File: config.mk
export PLATFORM = sky130hd
export DESIGN_NAME = vid_regport
export DESIGN_NICKNAME = d
export VERILOG_FILES = /design/src/rtl/vid_regport_pkg.sv /design/src/rtl/vid_regport_decode.sv /design/src/rtl/vid_regport_frame.sv /design/src/rtl/vid_regport_scroll.sv /design/src/rtl/vid_regport_ext.sv /design/src/rtl/vid_regport.sv
export SDC_FILE = /design/constraint.sdc
export NUM_CORES = 1
export LEC_CHECK = 0
export ABC_AREA = 0
export BUFFER_PORTS_ARGS = -buffer_cell sky130_fd_sc_hd__clkbuf_2
export CAP_MARGIN = 20
export CORE_UTILIZATION = 30
export DETAILED_ROUTE_END_ITERATION = 6
export SYNTH_ARGS = -nofsm -noshare
export SYNTH_HDL_FRONTEND = slang
export SYNTH_SLANG_ARGS = --single-unit
export TNS_END_PERCENT = 50
File: constraint.sdc
create_clock -name clk -period 2.61 [get_ports clk]
set_input_delay 0.3915 -clock clk [delete_from_list [all_inputs] [get_ports clk]]
set_output_delay 0.3915 -clock clk [all_outputs]
set_load 0.005 [all_outputs]
File: src/rtl/vid_regport_pkg.sv
package vid_regport_pkg;

  localparam int DW = 8;
  localparam int TW = 15;

  typedef enum logic [2:0] {
    SLOT_CTRL   = 3'd0,
    SLOT_MASK   = 3'd1,
    SLOT_STAT   = 3'd2,
    SLOT_OADDR  = 3'd3,
    SLOT_ODATA  = 3'd4,
    SLOT_SCROLL = 3'd5,
    SLOT_ADDR   = 3'd6,
    SLOT_DATA   = 3'd7
  } slot_e;

  // first scroll write: coarse horizontal part of the staging word
  function automatic logic [TW-1:0] scroll_lo(logic [TW-1:0] t, logic [DW-1:0] d);
    return {t[TW-1:5], d[7:3]};
  endfunction

  // second scroll write: fine and coarse vertical parts
  function automatic logic [TW-1:0] scroll_hi(logic [TW-1:0] t, logic [DW-1:0] d);
    return {d[2:0], t[11:10], d[7:3], t[4:0]};
  endfunction

  // first address write: upper six bits, top bit cleared
  function automatic logic [TW-1:0] addr_hi(logic [TW-1:0] t, logic [DW-1:0] d);
    return {1'b0, d[5:0], t[7:0]};
  endfunction

  // second address write: low byte
  function automatic logic [TW-1:0] addr_lo(logic [TW-1:0] t, logic [DW-1:0] d);
    return {t[TW-1:8], d};
  endfunction

  function automatic logic [TW-1:0] vaddr_step(logic [TW-1:0] v, logic big);
    return v + (big ? TW'(32) : TW'(1));
  endfunction

endpackage

File: src/rtl/vid_regport_decode.sv
module vid_regport_decode #(
  parameter int SEL_W = 3,
  localparam int NSLOT = 1 << SEL_W
) (
  input  logic             clk,
  input  logic             rst_n,
  input  logic             cs_n,
  input  logic             rw,
  input  logic [SEL_W-1:0] sel,
  output logic [NSLOT-1:0] wr_stb,
  output logic [NSLOT-1:0] rd_stb,
  output logic             rd_oe
);

  logic acc_wr, acc_rd;
  assign acc_wr = !cs_n && !rw;
  assign acc_rd = !cs_n && rw;
  assign rd_oe  = acc_rd;

  for (genvar i = 0; i < NSLOT; i++) begin : g_slot
    assign wr_stb[i] = acc_wr && (sel == SEL_W'(i));
    assign rd_stb[i] = acc_rd && (sel == SEL_W'(i));
  end


  one_access_chk: assert property (@(posedge clk) disable iff (!rst_n)
    $countones({wr_stb, rd_stb}) <= 1);


  deselect_quiet_chk: assert property (@(posedge clk) disable iff (!rst_n)
    cs_n |-> (wr_stb == '0 && rd_stb == '0 && !rd_oe));

endmodule

File: src/rtl/vid_regport_frame.sv
module vid_regport_frame (
  input  logic clk,
  input  logic rst_n,
  input  logic frame_start,
  input  logic stat_rd,
  output logic hold,
  output logic frame_odd,
  output logic frame_flag
);

  logic hold_q, odd_q, flag_q;

  always_ff @(posedge clk or negedge rst_n) begin
    if (!rst_n) begin
      hold_q <= 1'b1;
      odd_q  <= 1'b0;
      flag_q <= 1'b0;
    end else begin
      if (frame_start) begin
        hold_q <= 1'b0;
        odd_q  <= ~odd_q;
        flag_q <= 1'b1;
      end else if (stat_rd) begin
        flag_q <= 1'b0;
      end
    end
  end

  assign hold       = hold_q;
  assign frame_odd  = odd_q;
  assign frame_flag = flag_q;


  hold_release_chk: assert property (@(posedge clk) disable iff (!rst_n)
    (hold_q && frame_start) |=> !hold_q);


  hold_no_rearm_chk: assert property (@(posedge clk) disable iff (!rst_n)
    !hold_q |=> !hold_q);


  flag_set_wins_chk: assert property (@(posedge clk) disable iff (!rst_n)
    frame_start |=> flag_q);


  flag_clear_chk: assert property (@(posedge clk) disable iff (!rst_n)
    (stat_rd && !frame_start) |=> !flag_q);


  parity_flip_chk: assert property (@(posedge clk) disable iff (!rst_n)
    frame_start |=> (odd_q != $past(odd_q)));

endmodule

File: src/rtl/vid_regport_scroll.sv
module vid_regport_scroll
  import vid_regport_pkg::*;
(
  input  logic          clk,
  input  logic          rst_n,
  input  logic          hold,
  input  logic          wr_scroll,
  input  logic          wr_addr,
  input  logic          stat_rd,
  input  logic          data_acc,
  input  logic          inc32,
  input  logic [DW-1:0] wdata,
  output logic [TW-1:0] stage,
  output logic [2:0]    fine_x,
  output logic          toggle,
  output logic [TW-1:0] vaddr
);

  logic [TW-1:0] t_q, v_q;
  logic [2:0]    fx_q;
  logic          w_q;

  always_ff @(posedge clk or negedge rst_n) begin
    if (!rst_n) begin
      t_q  <= '0;
      v_q  <= '0;
      fx_q <= '0;
      w_q  <= 1'b0;
    end else begin
      if (hold) begin
        t_q  <= '0;
        fx_q <= '0;
        w_q  <= 1'b0;
      end else if (stat_rd) begin
        w_q <= 1'b0;
      end else if (wr_scroll) begin
        if (!w_q) begin
          t_q  <= scroll_lo(t_q, wdata);
          fx_q <= wdata[2:0];
        end else begin
          t_q <= scroll_hi(t_q, wdata);
        end
        w_q <= ~w_q;
      end else if (wr_addr) begin
        if (!w_q) begin
          t_q <= addr_hi(t_q, wdata);
        end else begin
          t_q <= addr_lo(t_q, wdata);
          v_q <= addr_lo(t_q, wdata);
        end
        w_q <= ~w_q;
      end
      if (data_acc) v_q <= vaddr_step(v_q, inc32);
    end
  end

  assign stage  = t_q;
  assign fine_x = fx_q;
  assign toggle = w_q;
  assign vaddr  = v_q;


  scroll_hold_zero_chk: assert property (@(posedge clk) disable iff (!rst_n)
    hold |-> (t_q == '0 && fx_q == '0 && !w_q));


  toggle_flip_chk: assert property (@(posedge clk) disable iff (!rst_n)
    (!hold && (wr_scroll || wr_addr)) |=> (w_q != $past(w_q)));


  vaddr_step_chk: assert property (@(posedge clk) disable iff (!rst_n)
    (data_acc && !inc32) |=> (v_q == $past(v_q) + TW'(1)));

endmodule

File: src/rtl/vid_regport_ext.sv
module vid_regport_ext #(
  parameter int EXT_W = 4
) (
  input  logic             slave,
  input  logic [EXT_W-1:0] pix_index,
  input  logic [EXT_W-1:0] ext_in,
  output logic [EXT_W-1:0] ext_out,
  output logic             ext_oe,
  output logic [EXT_W-1:0] backdrop_idx
);

  assign ext_oe       = slave;
  assign ext_out      = slave ? pix_index : '0;
  assign backdrop_idx = slave ? '0 : ext_in;

endmodule

File: src/rtl/vid_regport.sv
module vid_regport
  import vid_regport_pkg::*;
#(
  parameter int SEL_W      = 3,
  parameter int EXT_W      = 4,
  parameter int VADDR_W    = 14,
  parameter int INC_BIT    = 2,
  parameter int SLAVE_BIT  = 6,
  parameter int IRQ_EN_BIT = 7
) (
  input  logic               clk,
  input  logic               rst_n,
  input  logic               frame_start,
  input  logic               cs_n,
  input  logic               rw,
  input  logic [SEL_W-1:0]   reg_sel,
  input  logic [DW-1:0]      cpu_wdata,
  output logic [DW-1:0]      cpu_rdata,
  output logic               cpu_rd_oe,
  input  logic [DW-1:0]      vram_rd_data,
  output logic [VADDR_W-1:0] vram_addr,
  input  logic [EXT_W-1:0]   pix_index,
  input  logic [EXT_W-1:0]   ext_in,
  output logic [EXT_W-1:0]   ext_out,
  output logic               ext_oe,
  output logic [EXT_W-1:0]   backdrop_idx,
  output logic               irq_oe,
  output logic               irq_out,
  output logic               frame_odd
);

  localparam int NSLOT = 1 << SEL_W;

  logic [NSLOT-1:0] wr_stb, rd_stb;
  logic             hold, frame_flag, toggle;
  logic [TW-1:0]    stage, vaddr;
  logic [2:0]       fine_x;
  logic [DW-1:0]    ctrl_q, mask_q, oaddr_q, odata_q, rdbuf_q;
  logic             stat_rd, data_acc;

  vid_regport_decode #(.SEL_W(SEL_W)) u_dec (
    .clk(clk), .rst_n(rst_n), .cs_n(cs_n), .rw(rw), .sel(reg_sel),
    .wr_stb(wr_stb), .rd_stb(rd_stb), .rd_oe(cpu_rd_oe)
  );

  assign stat_rd  = rd_stb[SLOT_STAT];
  assign data_acc = rd_stb[SLOT_DATA] | wr_stb[SLOT_DATA];

  vid_regport_frame u_frame (
    .clk(clk), .rst_n(rst_n), .frame_start(frame_start), .stat_rd(stat_rd),
    .hold(hold), .frame_odd(frame_odd), .frame_flag(frame_flag)
  );

  vid_regport_scroll u_scroll (
    .clk(clk), .rst_n(rst_n), .hold(hold),
    .wr_scroll(wr_stb[SLOT_SCROLL]), .wr_addr(wr_stb[SLOT_ADDR]),
    .stat_rd(stat_rd), .data_acc(data_acc), .inc32(ctrl_q[INC_BIT]),
    .wdata(cpu_wdata), .stage(stage), .fine_x(fine_x), .toggle(toggle),
    .vaddr(vaddr)
  );

  vid_regport_ext #(.EXT_W(EXT_W)) u_ext (
    .slave(ctrl_q[SLAVE_BIT]), .pix_index(pix_index), .ext_in(ext_in),
    .ext_out(ext_out), .ext_oe(ext_oe), .backdrop_idx(backdrop_idx)
  );

  // held group: control, mask, read buffer
  always_ff @(posedge clk or negedge rst_n) begin
    if (!rst_n) begin
      ctrl_q  <= '0;
      mask_q  <= '0;
      rdbuf_q <= '0;
    end else if (hold) begin
      ctrl_q  <= '0;
      mask_q  <= '0;
      rdbuf_q <= '0;
    end else begin
      if (wr_stb[SLOT_CTRL]) ctrl_q <= cpu_wdata;
      if (wr_stb[SLOT_MASK]) mask_q <= cpu_wdata;
      if (rd_stb[SLOT_DATA]) rdbuf_q <= vram_rd_data;
    end
  end

  // free group: object address and data
  always_ff @(posedge clk or negedge rst_n) begin
    if (!rst_n) begin
      oaddr_q <= '0;
      odata_q <= '0;
    end else if (wr_stb[SLOT_OADDR]) begin
      oaddr_q <= cpu_wdata;
    end else if (wr_stb[SLOT_ODATA]) begin
      odata_q <= cpu_wdata;
      oaddr_q <= oaddr_q + DW'(1);
    end
  end

  always_comb begin
    cpu_rdata = '0;
    if (cpu_rd_oe) begin
      unique case (slot_e'(reg_sel))
        SLOT_CTRL:   cpu_rdata = ctrl_q;
        SLOT_MASK:   cpu_rdata = mask_q;
        SLOT_STAT:   cpu_rdata = {frame_flag, frame_odd, hold, 2'b00, fine_x};
        SLOT_OADDR:  cpu_rdata = oaddr_q;
        SLOT_ODATA:  cpu_rdata = odata_q;
        SLOT_SCROLL: cpu_rdata = stage[7:0];
        SLOT_ADDR:   cpu_rdata = {toggle, stage[TW-1:8]};
        SLOT_DATA:   cpu_rdata = rdbuf_q;
        default:     cpu_rdata = '0;
      endcase
    end
  end

  assign vram_addr = vaddr[VADDR_W-1:0];
  assign irq_oe    = ctrl_q[IRQ_EN_BIT] & frame_flag;
  assign irq_out   = 1'b0;


  held_regs_zero_chk: assert property (@(posedge clk) disable iff (!rst_n)
    hold |-> (ctrl_q == '0 && mask_q == '0 && rdbuf_q == '0));


  held_write_drop_chk: assert property (@(posedge clk) disable iff (!rst_n)
    (hold && wr_stb[SLOT_CTRL]) |=> (ctrl_q == '0));


  oaddr_bump_chk: assert property (@(posedge clk) disable iff (!rst_n)
    wr_stb[SLOT_ODATA] |=> (oaddr_q == $past(oaddr_q) + DW'(1)));


  irq_quiet_in_hold_chk: assert property (@(posedge clk) disable iff (!rst_n)
    irq_oe |-> (!hold && !irq_out));


  ext_dir_hold_chk: assert property (@(posedge clk) disable iff (!rst_n)
    hold |-> !ext_oe);

endmodule

==> results.toml, run 1 <==
[timing]
setup_tns_ns = 0
max_freq_mhz = 433
setup_viol_count_final = 0
setup_slack_ns = 0.299
max_slew_headroom_at_the_worst_pin = 0.354
final_critical_path_required_period_ns = 2.31
final-max-slew-violation-count = 0
grt_setup_unrepaired = "no"
tightest_slew_ns = 0.969
min_period_over_period = 0.885
fin_skew_ns = 0.00724
finalHoldViolCount = 0

[yosys]
synth.ff_latch_count = 76
synth_most_common_cell = "sky130_fd_sc_hd__dfrtp_1"
postSynthCellCount = 455
post_synth_mux_area_share = 0.147
post-synth-top-area-fraction = 0.422
dominantRegCellSynth = "sky130_fd_sc_hd__dfrtp_1"
synth_top_area_cell = "sky130_fd_sc_hd__dfrtp_1"
synth-warning-count = 0
netlist-cell-type-count = 65
synth_commonest_cells = "sky130_fd_sc_hd__dfrtp_1, sky130_fd_sc_hd__nand2_1, sky130_fd_sc_hd__nor2_1"
async_flop_share = 1.00
syn-cell-area_mm2 = 0.00445
synth-simple-area-share = 0.194
synth_top_family_by_area = "simple AND/OR/NAND/NOR gates"
synthTopCellsByArea = "sky130_fd_sc_hd__dfrtp_1, sky130_fd_sc_hd__mux2i_1, sky130_fd_sc_hd__nand2_1"
synth_fp_nets = 491
synth_fa_ha_area_frac = 0.0112
number_of_enable_flip_flop_cells_after_synthesis = 0
postSynthAreaPerCell_um2 = 9.78
synth_xor_area_frac = 0.00590
synth_sequential_area_ratio = 0.427
synth_compound_area_frac = 0.164

[detailed_routing]
viasPerCell = 5.54
post_drt_wl_per_cell_um = 19.1
post-route-drc-count = 0
first_iter_violations = 327
wirelength_mm = 13.4
firstDrtPassIters = 5
ant_nets = 0
routed-via-count = 3870

[power_and_ir_drop]
seq_power_share = 0.446
switchingPower_w = 0.00150
p_int_w = 0.00288
leakagePower_nw = 2.37
p_sw_frac = 0.342
power.density_cell_area_mw_per_mm2 = 840
power_frac_comb = 0.265
clockPowerShare = 0.290
power.ir.vdd_worst_v = 0.000415

[finish]
antenna_cells = 0
final_net_count = 545
final_layout_size_suffix_gt1_frac = 0.243
final_cell_utilization_of_the_core = 0.360
area_growth_pct = 17.2
n_fill_cell = 1468
final_cell_area_mm2 = 0.00522

[place]
place.gp.congestion = 0.928
port-buffer-count = 65
detailed_place_hpwl_mm = 9.74
standard_cell_area_after_detailed_placement_mm2 = 0.00492
place_ws_ns = 0.336

[global_route]
grt_antenna_before_repair = 0
grt_max_degree = 77
track_usage = 0.187
grt_pass1_wl_mm = 21.0
first_global_vias = 3790
gr-total-overflow = 0

[clock_tree]
cts-hold-fix-buffers = 0
clkLatencyLatePin_ns = 0.35
post_cts.repair.setup_buffers = 0
cts.clk_slew.worst_paths_ns = 0.06
tritoncts_clock_tree = "yes"
cts-htree-levels = 3
cts-buffers-inserted = 9
clkSinkCount = 76
maximum_buffer_depth_of_the_clock_tree = 2
post_cts.resized_instances = 0
root_buffer = "sky130_fd_sc_hd__clkbuf_16"

[job]
max-cap-violations = 0

[setup_path]
cpPeakStageDelay_ns = 0.77
cp-end-kind = "primary output"
criticalPathCategory = "reg -> out"
timing.critical_path.cells = "inv_1 > o22ai_1 > nand2_1 > a31oi_1 > clkbuf_2"
timing.critical_path.slowest_stage_cell = "sky130_fd_sc_hd__dfstp_2"
critPathTopFamily = "flip-flops"
highest_fanout_seen_on_the_critical_path = 20
cp.buffers_inverters = 2
crit_arrival_ns = 1.92
worst_ep_required_time_ns = 2.22
startpoint_type = "flip-flop"

[floorplan]
initial_util = 0.307
core_region_area_mm2 = 0.0145
placement_rows = 44
horizontal_die_dimension_um = 124
die-height_um = 124
ios = 67
design.die.area_mm2 = 0.0153

[hold_path]
hold_path_class = "in -> async"

[run_status]
result_of_the_run = "completed"
## worst reg2reg max path, cell delays in order (launching register included)
cell and delay (ns):
sky130_fd_sc_hd__dfrtp_1 0.55, sky130_fd_sc_hd__buf_4 0.21, sky130_fd_sc_hd__nor2b_1 0.42, sky130_fd_sc_hd__and3_1 0.35
sky130_fd_sc_hd__o2bb2ai_1 0.17, sky130_fd_sc_hd__mux2_4 0.17
## power by group through the flow
stage / logic (W) / clock network (W) / registers, W
final: 0.00116 / 0.00127 / 0.00195
after global routing: 0.00131 / 0.00134 / 0.00200
after CTS: 0.00117 / 0.00129 / 0.00194
after detailed placement: 0.00116 / 0 / 0.00196
after global placement: 0.00114 / 0 / 0.00195
after floorplan: 0.000812 / 0 / 0.00180
## state kept, by name (all words and copies together) (netlist names)
signal              cells
ctrl_q                  8
mask_q                  8
oaddr_q                 8
odata_q                 8
rdbuf_q                 8
u_frame.frame_flag      1
u_frame.frame_odd       1
u_frame.hold            1
u_scroll.fine_x         3
u_scroll.stage         15
u_scroll.toggle         1
u_scroll.vaddr         14
## cells in the final DEF, fill, tap and decap left out, types with 3 or more instances in the layout
cell / instances
sky130_fd_sc_hd__a32o_1: 3
sky130_fd_sc_hd__o21ai_1: 7
sky130_fd_sc_hd__a221o_1: 9
sky130_fd_sc_hd__and2b_1: 3
sky130_fd_sc_hd__a221oi_1: 3
sky130_fd_sc_hd__a21oi_1: 22
sky130_fd_sc_hd__o211ai_1: 8
sky130_fd_sc_hd__clkbuf_16: 9
sky130_fd_sc_hd__a31oi_1: 4
sky130_fd_sc_hd__and3_1: 13
sky130_fd_sc_hd__nor2_1: 39
sky130_fd_sc_hd__mux2i_1: 29
sky130_fd_sc_hd__ha_1: 4
sky130_fd_sc_hd__o2bb2ai_1: 6
sky130_fd_sc_hd__o21ai_0: 19
sky130_fd_sc_hd__nor3b_1: 4
sky130_fd_sc_hd__a311oi_1: 6
sky130_fd_sc_hd__mux4_2: 3
sky130_fd_sc_hd__nor2b_1: 11
sky130_fd_sc_hd__and2_1: 8
sky130_fd_sc_hd__clkinvlp_4: 3
sky130_fd_sc_hd__clkbuf_2: 64
sky130_fd_sc_hd__nand4_1: 6
sky130_fd_sc_hd__mux2_1: 8
sky130_fd_sc_hd__nand3_1: 16
sky130_fd_sc_hd__mux2_2: 13
sky130_fd_sc_hd__nand2_1: 40
sky130_fd_sc_hd__mux2_4: 4
sky130_fd_sc_hd__o22ai_1: 3
sky130_fd_sc_hd__dfrtp_1: 75
sky130_fd_sc_hd__buf_4: 12
sky130_fd_sc_hd__a211oi_1: 3
sky130_fd_sc_hd__nor3_1: 6
sky130_fd_sc_hd__inv_1: 11
## per-layer routing
layer / up-vias / part of all wire / GRT usage
met5: - / 0 / 0
met4: 0 / 0.025 / 0.0836
met3: 27 / 0.055 / 0.0385
met2: 146 / 0.49 / 0.299
met1: 1911 / 0.43 / 0.242
li1: 1786 / - / -
## cell families (layout without fill, tap and decap cells)
group	count (synthesis)	after routing
and+or+nand+nor	163	163
AOI/OAI and AO/OA	106	106
DFF	76	76
muxes	57	57
buffers and inverters	45	104
adders and majority gates	4	4
xor gates and xnor gates	3	3
other	1	1
## through the flow
step	cells	hold slack (ns)	power (W)
after floorplan	455	0.0959	0.00261
after global placement	682	0.482	0.00308
after detailed placement	682	0.489	0.00312
after CTS	698	0.200	0.00440
after global routing	698	0.212	0.00465
final	698	0.208	0.00438
## worst paths after layout
kind,startpoint,end,slack [ns],cells after the start
max reg2reg,u_scroll.toggle,u_scroll.stage[13],0.68,5
min,rst_n,u_scroll.vaddr[6],0.21,1
max,u_frame.hold,cpu_rdata[5],0.30,5
min reg2reg,u_scroll.vaddr[13],u_scroll.vaddr[13],0.50,1
max in group asynchronous,rst_n,mask_q[7],1.79,1
min in group clk,frame_start,u_frame.hold,0.21,2
## area by class of cell
type / count / area, um2 / share of cell area
repair buffers: 76 / 410 / 0.0786
multi-input cells: 334 / 2330 / 0.446
flip-flops and latches: 76 / 1900 / 0.365
clock buffers: 9 / 225 / 0.0432
well taps: 184 / 230 / 0.0441
inverters: 12 / 45.0 / 0.00863
clock inverters: 7 / 75.1 / 0.0144
No activity file was read; power rests on OpenSTA's default activity.
==> inputs of run 2 (changes only) <==
==> constraint.sdc (replaced) <==
create_clock -name clk -period 2.61 [get_ports clk]
set_input_delay 0.3915 -clock clk [delete_from_list [all_inputs] [get_ports clk]]
set_output_delay 0.3915 -clock clk [all_outputs]
set_load 0.05 [all_outputs]
==> run 2 against run 1 <==
Net effect: the run now ends with negative hold slack left; clock-buffer cell count is 1 higher; global-route usage is 0.29 points lower; core utilization is 0.49 points higher; design area grew 1.4%; highest routed layer unchanged.
==> results.toml, run 2 (same netlist as run 1, synthesis figures left out) <==
[floorplan]
die-height_um = 124
design.die.area_mm2 = 0.0153
horizontal_die_dimension_um = 124
ios = 67
core_region_area_mm2 = 0.0145
initial_util = 0.307
placement_rows = 44

[timing]
max_slew_headroom_at_the_worst_pin = 0.607
max_freq_mhz = 419
tightest_slew_ns = 0.588
setup_viol_count_final = 0
min_period_over_period = 0.915
grt_setup_unrepaired = "no"
fin_skew_ns = 0.00754
whs_ns = -0.0239
final-max-slew-violation-count = 0
final_critical_path_required_period_ns = 2.39
finalHoldViolCount = 14
setup_slack_ns = 0.221
setup_tns_ns = 0

[place]
detailed_place_hpwl_mm = 9.70
standard_cell_area_after_detailed_placement_mm2 = 0.00494
place_ws_ns = 0.285
place.gp.congestion = 0.878
placed_cells_incl_taps = 682
port-buffer-count = 65

[finish]
area_growth_pct = 18.8
final_layout_size_suffix_gt1_frac = 0.247
final_cell_area_mm2 = 0.00529
most-common-layout-cells = "sky130_fd_sc_hd__dfrtp_1, sky130_fd_sc_hd__clkbuf_2, sky130_fd_sc_hd__nand2_1"
final_net_count = 546
finished_layout_cells = 699
final_common_cell = "sky130_fd_sc_hd__dfrtp_1"
antenna_cells = 0
largest_reg_flops = 15

[global_route]
grt_max_degree = 77
grt_antenna_before_repair = 0
track_usage = 0.184
first_global_vias = 3671
grt_pass1_wl_mm = 20.7
gr-total-overflow = 0

[detailed_routing]
viasPerCell = 5.58
firstDrtPassIters = 5
post_drt_wl_per_cell_um = 19.2
first_iter_violations = 350
ant_nets = 0
post-route-drc-count = 0
routed-via-count = 3899
wirelength_mm = 13.4

[clock_tree]
post_cts.resized_instances = 0
cts.clk_slew.worst_paths_ns = 0.06
clkLatencyLatePin_ns = 0.35
cts-buffers-inserted = 9
maximum_buffer_depth_of_the_clock_tree = 2
tritoncts_clock_tree = "yes"
post_cts.repair.setup_buffers = 0
cts-htree-levels = 3
cts-hold-fix-buffers = 0
clkSinkCount = 76
root_buffer = "sky130_fd_sc_hd__clkbuf_16"

[setup_path]
highest_fanout_seen_on_the_critical_path = 14
startpoint_type = "input pin"
criticalPathCategory = "in -> out"
regToRegSetupSlack_ns = 0.69
cp-end-kind = "primary output"
crit_arrival_ns = 2.00
worst_ep_required_time_ns = 2.22

[job]
max-cap-violations = 0

[power_and_ir_drop]
leakagePower_nw = 2.40
design_power_total_w = 0.00495
clockPowerShare = 0.279
switchingPower_w = 0.00195
power.ir.vdd_worst_v = 0.000548
power_frac_comb = 0.326
p_int_w = 0.00300
p_sw_frac = 0.394
seq_power_share = 0.395
power.density_cell_area_mw_per_mm2 = 936

[run_status]
failed_checks = "negative hold slack"
result_of_the_run = "finished, violations left"

[hold_path]
hold_path_class = "in -> async"
-- run 2: changes by cell type in the layout (fill, tap and decap cells not counted), sizes merged --
cell / previous run / this run
bufinv: 1 / 2
inv: 12 / 11
clkinv: 3 / 2
buf: 12 / 13
clkbuf: 73 / 74
-- run 2: power groups by stage --
| stage | Combinational [W] | Sequential (W) | Clock, W |
|---|---|---|---|
| floorplan | 0.000926 | 0.00215 | 0 |
| global placement | 0.00159 | 0.00195 | 0 |
| detailed placement | 0.00161 | 0.00196 | 0 |
| CTS | 0.00162 | 0.00194 | 0.00141 |
| global route | 0.00176 | 0.00200 | 0.00145 |
| finish | 0.00162 | 0.00195 | 0.00138 |
-- run 2: per-layer routing --
metal / GRT usage / vias up / share of wire / wire length [um]
met4: 0.0685 / 0 / 0.028 / 374
met3: 0.0408 / 37 / 0.064 / 861
met1: 0.254 / 1939 / 0.44 / 5870
li1: - / 1784 / - / -
met2: 0.279 / 139 / 0.47 / 6280
met5: 0 / - / 0 / 0
-- run 2: final timing paths --
kind                       cells after the start           endpoint            start
setup / recovery                               6       cpu_rdata[4]       reg_sel[2]
hold reg to reg                                1         odata_q[6]       odata_q[6]
setup reg to reg                               4  u_scroll.vaddr[8]  u_scroll.toggle
max in group asynchronous                      2          mask_q[6]            rst_n
min in group clk                               2       u_frame.hold      frame_start
hold / removal                                 1  u_scroll.vaddr[6]            rst_n
-- run 2: metrics by stage --
step | util | hold WS (ns)
final | 0.365 | -0.0239
after detailed placement | 0.341 | 0.488
after global placement | 0.341 | 0.470
after floorplan | - | 0.0959
after CTS | 0.363 | 0.212
after global routing | 0.365 | 0.00267
-- run 2: critical path: stages --
cell	delay, ns
sky130_fd_sc_hd__clkbuf_2	0.25
sky130_fd_sc_hd__clkinv_1	0.29
sky130_fd_sc_hd__nand2_1	0.34
sky130_fd_sc_hd__o21ai_0	0.16
sky130_fd_sc_hd__nor3_2	0.25
sky130_fd_sc_hd__clkbuf_2	0.31
-- run 2: final cells by class --
class                      count  area, um2
timing repair buffer          77        450
multi-input combinational    334       2330
clock inverter                 6       87.6
sequential                    76       1900
clock buffer                  10        239
fill                        1474       9190
tap                          184        230
inverter                      12       45.0
